### src/rtl/ft_pkg.sv
package ft_pkg;

  // Bit times a maximum-size packet takes, derived from a frame interval.
  function automatic int unsigned budget_of(input int unsigned ivl);
    if (ivl < 210) return 0;
    return (6 * (ivl - 210)) / 7;
  endfunction

  // True when the top bit differs between two frame numbers.
  function automatic logic msb_flip(input logic old_msb, input logic new_msb);
    return old_msb ^ new_msb;
  endfunction

endpackage

### src/rtl/ft_countdown.sv
module ft_countdown #(
  parameter int unsigned W       = 16,
  parameter int unsigned INIT_VAL = 11999
) (
  input  logic         clk,
  input  logic         rst_n,
  input  logic         run,
  input  logic         tick,
  input  logic [W-1:0] reload_val,
  output logic [W-1:0] remaining,
  output logic         boundary
);
  logic [W-1:0] cnt_q;

  assign boundary  = run && tick && (cnt_q == '0);
  assign remaining = cnt_q;

  always_ff @(posedge clk or negedge rst_n) begin
    if (!rst_n)               cnt_q <= W'(INIT_VAL);
    else if (boundary)        cnt_q <= reload_val;
    else if (run && tick)     cnt_q <= cnt_q - 1'b1;
  end
endmodule

### src/rtl/ft_frame_number.sv
module ft_frame_number #(
  parameter int unsigned FN_W = 16
) (
  input  logic            clk,
  input  logic            rst_n,
  input  logic            boundary,
  input  logic            sched_busy,
  output logic [FN_W-1:0] frame_num,
  output logic            fn_updated,
  output logic            msb_toggled,
  output logic            busy_seen
);
  import ft_pkg::*;

  logic [FN_W-1:0] fn_q;
  logic [FN_W-1:0] fn_next;

  assign fn_next   = fn_q + 1'b1;
  assign frame_num = fn_q;

  always_ff @(posedge clk or negedge rst_n) begin
    if (!rst_n) begin
      fn_q        <= '0;
      fn_updated  <= 1'b0;
      msb_toggled <= 1'b0;
      busy_seen   <= 1'b0;
    end else if (boundary) begin
      fn_q        <= fn_next;
      fn_updated  <= 1'b1;
      msb_toggled <= msb_flip(fn_q[FN_W-1], fn_next[FN_W-1]);
      busy_seen   <= sched_busy;
    end else begin
      fn_updated  <= 1'b0;
      msb_toggled <= 1'b0;
      busy_seen   <= 1'b0;
    end
  end
endmodule

### src/rtl/ft_event_stage.sv
module ft_event_stage #(
  parameter int unsigned OVR_W = 2
) (
  input  logic             clk,
  input  logic             rst_n,
  input  logic             fn_updated,
  input  logic             msb_toggled,
  input  logic             busy_seen,
  output logic             sof_event,
  output logic             sof_token_req,
  output logic             fn_overflow_event,
  output logic             overrun_event,
  output logic [OVR_W-1:0] overrun_count
);
  always_ff @(posedge clk or negedge rst_n) begin
    if (!rst_n) begin
      sof_event         <= 1'b0;
      sof_token_req     <= 1'b0;
      fn_overflow_event <= 1'b0;
      overrun_event     <= 1'b0;
      overrun_count     <= '0;
    end else begin
      sof_event         <= fn_updated;
      sof_token_req     <= fn_updated;
      fn_overflow_event <= fn_updated && msb_toggled;
      overrun_event     <= fn_updated && busy_seen;
      if (fn_updated && busy_seen) overrun_count <= overrun_count + 1'b1;
    end
  end
endmodule

### src/rtl/usb_frame_timer.sv
module usb_frame_timer #(
  parameter int unsigned FIELD_W     = 16,
  parameter int unsigned FN_W        = 16,
  parameter int unsigned OVR_W       = 2,
  parameter int unsigned DEFAULT_IVL = 11999
) (
  input  logic                 clk,
  input  logic                 rst_n,
  input  logic                 run,
  input  logic                 tick,
  input  logic                 sched_busy,
  input  logic                 cfg_we,
  input  logic [2*FIELD_W-1:0] cfg_wdata,
  output logic [FIELD_W-1:0]   remaining,
  output logic [FN_W-1:0]      frame_num,
  output logic                 fn_updated,
  output logic                 sof_event,
  output logic                 sof_token_req,
  output logic                 fn_overflow_event,
  output logic                 overrun_event,
  output logic [OVR_W-1:0]     overrun_count,
  output logic [FIELD_W-1:0]   interval_active,
  output logic [FIELD_W-1:0]   budget_active,
  output logic                 transaction_fits
);
  import ft_pkg::*;

  localparam int unsigned REG_W          = 2 * FIELD_W;
  localparam int unsigned DEFAULT_BUDGET = budget_of(DEFAULT_IVL);
  localparam logic [REG_W-1:0] DEFAULT_REG =
    {FIELD_W'(DEFAULT_BUDGET), FIELD_W'(DEFAULT_IVL)};

  logic [REG_W-1:0] pend_q;
  logic [REG_W-1:0] act_q;
  logic             boundary;
  logic             msb_toggled;
  logic             busy_seen;

  always_ff @(posedge clk or negedge rst_n) begin
    if (!rst_n)      pend_q <= DEFAULT_REG;
    else if (cfg_we) pend_q <= cfg_wdata;
  end

  always_ff @(posedge clk or negedge rst_n) begin
    if (!rst_n)        act_q <= DEFAULT_REG;
    else if (boundary) act_q <= pend_q;
  end

  assign interval_active  = act_q[FIELD_W-1:0];
  assign budget_active    = act_q[REG_W-1:FIELD_W];
  assign transaction_fits = (remaining >= budget_active);

  ft_countdown #(.W(FIELD_W), .INIT_VAL(DEFAULT_IVL)) u_cd (
    .clk        (clk),
    .rst_n      (rst_n),
    .run        (run),
    .tick       (tick),
    .reload_val (pend_q[FIELD_W-1:0]),
    .remaining  (remaining),
    .boundary   (boundary)
  );

  ft_frame_number #(.FN_W(FN_W)) u_fn (
    .clk         (clk),
    .rst_n       (rst_n),
    .boundary    (boundary),
    .sched_busy  (sched_busy),
    .frame_num   (frame_num),
    .fn_updated  (fn_updated),
    .msb_toggled (msb_toggled),
    .busy_seen   (busy_seen)
  );

  ft_event_stage #(.OVR_W(OVR_W)) u_ev (
    .clk               (clk),
    .rst_n             (rst_n),
    .fn_updated        (fn_updated),
    .msb_toggled       (msb_toggled),
    .busy_seen         (busy_seen),
    .sof_event         (sof_event),
    .sof_token_req     (sof_token_req),
    .fn_overflow_event (fn_overflow_event),
    .overrun_event     (overrun_event),
    .overrun_count     (overrun_count)
  );
endmodule

### config.mk
export PLATFORM = sky130hd
export DESIGN_NAME = usb_frame_timer
export DESIGN_NICKNAME = d
export VERILOG_FILES = /design/src/rtl/ft_pkg.sv /design/src/rtl/ft_countdown.sv /design/src/rtl/ft_frame_number.sv /design/src/rtl/ft_event_stage.sv /design/src/rtl/usb_frame_timer.sv
export SDC_FILE = /design/constraint.sdc
export NUM_CORES = 1
export LEC_CHECK = 0
export BUFFER_PORTS_ARGS = -buffer_cell sky130_fd_sc_hd__buf_4
export CAP_MARGIN = 20
export CORE_ASPECT_RATIO = 1.5
export CORE_MARGIN = 4
export CORE_UTILIZATION = 59
export DETAILED_ROUTE_END_ITERATION = 6
export GPL_TIMING_DRIVEN = 0
export PLACE_DENSITY = 0.95
export SYNTH_ARGS = -nofsm -noshare
export SYNTH_HDL_FRONTEND = slang
export SYNTH_HIERARCHICAL = 1
export SYNTH_SLANG_ARGS = --single-unit
### constraint.sdc
create_clock -name clk -period 6.15 [get_ports clk]
set_input_delay 0.9225 -clock clk [delete_from_list [all_inputs] [get_ports clk]]
set_output_delay 0.9225 -clock clk [all_outputs]
set_load 0.01 [all_outputs]
### Word level (Yosys, flattened, before mapping)

Cells that the tools add are included.

| storage, ports and cells | value |
|---|---|
| bits of input ports | 38 |
| logic and storage cells | 27 |
| register bits after elaboration | 104 |

| operators by class | value |
|---|---|
| reduce and logical (&&, ||, !) cells | 6 |
| muxes and demuxes | 5 |
| $lt $le $gt $ge | 1 |
| bitwise gates (word level) | 1 |
| $add $sub $neg | 3 |

Operator list:

| kind | number |
|---|---|
| $mux 16 | 2 |
| $add 16x1->16 const B | 1 |
| $ge 16x16->1 | 1 |
| $logic_not 16->1 | 1 |
| $sub 16x1->16 const B | 1 |
| $logic_and 1x1->1 | 4 |
| $mux 1 | 3 |
| $add 2x1->2 const B | 1 |
| $reduce_bool 2->1 | 1 |
| $xor 1x1->1 | 1 |

### Longest topological paths before layout

| depth | value |
|---|---|
| word-level depth | 3 |
| depth in mapped cells | 11 |

### By module

The synthesis kept the hierarchy.

Modules (own cells, without submodules):

| module | cells each | sequential area each (um^2) | area an instance (um^2) | instances |
|---|---|---|---|---|
| usb_frame_timer | 207 | 1649.1 | 2778.9 | 1 |
| ft_countdown | 132 | 414.1 | 1218.7 | 1 |
| ft_frame_number | 64 | 475.5 | 823.3 | 1 |
| ft_event_stage | 11 | 125.1 | 177.7 | 1 |

### Worst setup path after synthesis

Ideal clock, no wire load.

| path | value |
|---|---|
| kind | register to output |
| start point | register u_cd.cnt_q[0] (netlist: u_cd/remaining[0]) |
| end point | output transaction_fits |
| path buffers | 0 |
| required time | 5227 ps |
| path slack | 3551 ps |
| data arrival time | 1676 ps |
| cell stages (with the launch flop) | 7 |
| cells stage by stage | dfstp_2 inv_1 ha_1 nand2b_4 a2111oi_0 or4_1 o211ai_1 |

| on the way | value |
|---|---|
| word-level cells in the longest chain between the ends | 1 |

Ends and longest elaborated chain:

| what | line | source |
|---|---|---|
| from (decl) | ft_countdown.sv:13 | `logic [W-1:0] cnt_q;` |
| from (signal assigned) | ft_countdown.sv:19 | `if (!rst_n) cnt_q <= W'(INIT_VAL);` |
| from (signal assigned) | ft_countdown.sv:20 | `else if (boundary) cnt_q <= reload_val;` |
| from (signal assigned) | ft_countdown.sv:21 | `else if (run && tick) cnt_q <= cnt_q - 1'b1;` |
| $ge 16x16->1 | usb_frame_timer.sv:51 | `assign transaction_fits = (remaining >= budget_active);` |
| to (decl) | usb_frame_timer.sv:24 | `output logic transaction_fits` |

Every way passes these cells.

### Worst setup path in the final report

| path | value |
|---|---|
| start point | register u_cd.cnt_q[12] (netlist: u_cd/remaining[12]) |
| end point | register act_q[19] |

| on the way | value |
|---|---|
| word-level cells in the longest chain between the ends | 2 |

Ends and longest elaborated chain:

| what | line | source |
|---|---|---|
| $logic_not 16->1 | ft_countdown.sv:15 | `assign boundary = run && tick && (cnt_q == '0);` |
| $logic_and 1x1->1 | ft_countdown.sv:15 |  |
| named net boundary | usb_frame_timer.sv:35 | `logic boundary;` |
| to (signal assigned) | usb_frame_timer.sv:46 | `else if (boundary) act_q <= pend_q;` |
| to (decl) | usb_frame_timer.sv:34 | `logic [REG_W-1:0] act_q;` |

The timed path passes the listed nets, and every way through them passes these cells.
A chain may end at the register's enable or synchronous reset.

==> out/metrics.csv <==
stage;metric;value;unit
synth;synthFlopType;dfrtp_1;
layout;final_cells;644;
cts;cts_tree;yes;
cts;ctsResizeCount;0;
cts;cts.path.max_buffers;2;
worst_setup_path;slowest_delay;0.67;ns
floorplan;io_pins;110;
placed_design;place_hpwl;9.61;mm
synth;synth.cell_area;5000;µm²
routing;routed_wl;12.6;mm
grt;grt_use_met2;0.478;
worst_setup_path;worst_setup_path_end_kind;flip-flop;
sta;min_period;3.27;ns
hold_path;hold_path.class;reg -> reg;
synth;ys_seq_area_frac;0.533;
grt;antenna_found_initial;0;
worst_setup_path;crit_required;6.40;ns
layout;final_area;6280;µm²
synth;synthCells;414;
cts;cts_hold_buf;0;
worst_setup_path;path_delay_family;buffers and inverters;
sta;slew_viol_final;0;
placed_design;post-place-ws;2.88;ns
grt;met1_usage;0.292;
sta;max-slew-margin-rel;0.496;
cts;post_cts_buffers;0;
cts;cts_max_level;3;
grt;use_met3;0.0559;
power_and_ir_drop;power_leakage;3.01;nW
routing;routed-via-count;3895;
grt;grt.busiest_layer;met2;
sta;skew;0.00665;ns
floorplan;dieHeight;121;µm
worst_setup_path;critPathLaunchType;flip-flop;
floorplan;rows;40;
layout;antenna_cells;0;
run_status;status;complete, no violations;
routing;via_per_inst;6.05;
cts;clock_sinks;104;
grt;track_usage;0.264;
sta;rsz0062_at_grt;no;
cts;clk_latency;0.34;ns
synth;syn_nets;471;
placed_design;placedInstanceArea;5970;µm²
layout;drive_above_1_share;0.462;
grt;grt_first_pass_wirelength;21.1;mm
routing;drc;0;
placed_design;numPortBuffers;108;
floorplan;core_area;8160;µm²
placed_design;dp_cells;628;
synth;ys_warn_count;6;
routing;drtAntennaViolNets;0;
synth;synth.top_cells.by_area;dfrtp_1, dfstp_2, mux2_2;
routing;dr.first_iter.drc_count;285;
power_and_ir_drop;power_density;295;nW/µm²
floorplan;dieArea;10000;µm²
worst_setup_path;path_cells;nor3_1, and3_1, buf_6, nand2_2, inv_1, buf_2, clkbuf_1, nand2_1, o21ai_0;
sta;post-route-period-util;0.531;
floorplan;start_util;0.613;
synth;synth-seq-cells;104;
power_and_ir_drop;ir_drop;0.245;mV
grt;grt_pass1_vias;4304;
synth;syn_avg_cell_area;12.1;µm²
synth;synth.distinct_cells;63;
worst_setup_path;arrival;3.52;ns
cts;cts-root-buf;clkbuf_16;
run;cap_viol_max_count;0;
worst_setup_path;crit_path_max_fanout;12;
routing;first_pass_iters;5;
grt;grt_max_degree;61;
sta;setup_tns;0;ns
worst_setup_path;cp_slowest_cell;nor3_1;
synth;synth_edf_count;0;
sta;layout_setup_ws;2.88;ns
synth;async_flop_share;1.00;
worst_setup_path;cp_num_buf_inv;4;
synth;yosysTopAreaCell;dfrtp_1;
sta;clock.fmax;0.306;GHz
worst_setup_path;critical_path_class;reg -> reg;
grt;gr-total-overflow;0;
sta;setup_viol_count_final;0;
layout;fin_nets;591;
cts;cts_buffers;9;
routing;wl_per_cell;19.6;µm
placed_design;place_congestion;0.925;
floorplan;dieWidth;83.2;µm
synth;synth_top_area_frac;0.275;
layout;syn_to_final_growth;25.6;%
cts;clk_pin_slew;0.07;ns
sta;hold_violations;0;
layout;final_util;0.769;
sta;tightest_slew;0.750;ns
per-layer routing:
metal | share of wire | vias up
met1 | 0.36 | 1956
li1 | - | 1731
met5 | 0 | -
met2 | 0.55 | 168
met3 | 0.061 | 40
met4 | 0.033 | 0
cells in the mapped netlist (8+ instances only):
master and number:
mux2_1 9, dfstp_2 49, mux2_2 41, a21oi_1 9, nor3_1 12, nand3_1 15
nor2_1 16, nand2_1 28, xor2_1 9, dfrtp_1 55, o21ai_0 23, clkbuf_1 8
inv_1 24, ha_1 19
through the flow:
step	power (mW)	hold slack, ns
floorplan	1.09	0.434
global placement	1.24	0.436
detailed placement	1.27	0.456
CTS	1.86	0.476
global route	1.94	0.515
finish	1.85	0.471
power breakdown:
part,leakage (nW),total (mW),switching [mW],internal [mW]
registers,1.19,0.862,0.0897,0.772
clock network,0.155,0.587,0.262,0.325
logic,1.67,0.401,0.214,0.187
state kept, by name, summed over array words and instances, names as in the netlist:
signal                  flops
u_fn/frame_num             16
u_fn/busy_seen              1
act_q                      32
u_fn/fn_updated             1
u_fn/msb_toggled            1
u_ev/fn_overflow_event      1
u_ev/overrun_event          1
u_ev/sof_token_req          1
u_ev/overrun_count          2
u_cd/remaining             16
pend_q                     32
kinds of logic (layout without fill, tap and decap cells):
group           Yosys count  in the layout  share of synthesized area
compound gates           66             66                     0.0916
xor+xnor                 16             16                     0.0295
fa+ha+maj                19             19                     0.0476
buf+inv                  42            167                     0.0395
flops                   104            104                      0.533
mux                      50             50                      0.113
simple gates            117            117                      0.146
cell type report:
class,instances,area [µm²]
flip-flops and latches,104,2660
multi-input cells,268,2140
clock buffers,9,225
fillers,524,1880
inverters,24,90.1
well taps,105,131
repair buffers,109,838
clock inverters,7,83.8
plain buffers,18,108
layout by cell type, fill, tap and decap left out, drive strengths merged, types with 2 or more instances in the layout:
cell	instances
buf	119
dfrtp	55
mux2	50
dfstp	49
nand2	30
inv	29
o21ai	23
ha	19
nor2	17
clkbuf	17
nand3	15
nor3	13
xor2	10
a21oi	9
nand4	9
nor4	9
a211oi	7
xnor2	6
and2	5
o311a	4
and3	4
and4	3
a31oi	3
or4	3
nand3b	2
o211ai	2
or3	2
o2111ai	2
o41ai	2
nor3b	2
final timing paths:
check / depth (start not counted) / slack (ns) / from / to
worst max-delay path: 9 / 2.88 / u_cd/remaining[12]$_DFFE_PN0P_ / act_q[19]$_DFFE_PN1P_
worst min-delay path: 1 / 0.47 / u_fn/msb_toggled$_DFF_PN0_ / u_ev/fn_overflow_event$_DFF_PN0_
worst max register to register: 9 / 2.88 / u_cd/remaining[12]$_DFFE_PN0P_ / act_q[19]$_DFFE_PN1P_
worst min register to register: 1 / 0.47 / u_fn/msb_toggled$_DFF_PN0_ / u_ev/fn_overflow_event$_DFF_PN0_
max in group asynchronous: 2 / 4.85 / rst_n / u_cd/remaining[6]$_DFFE_PN1P_
min in group asynchronous: 1 / 0.58 / rst_n / act_q[27]$_DFFE_PN0P_
Note: power is estimated with default switching activity, not from simulation.
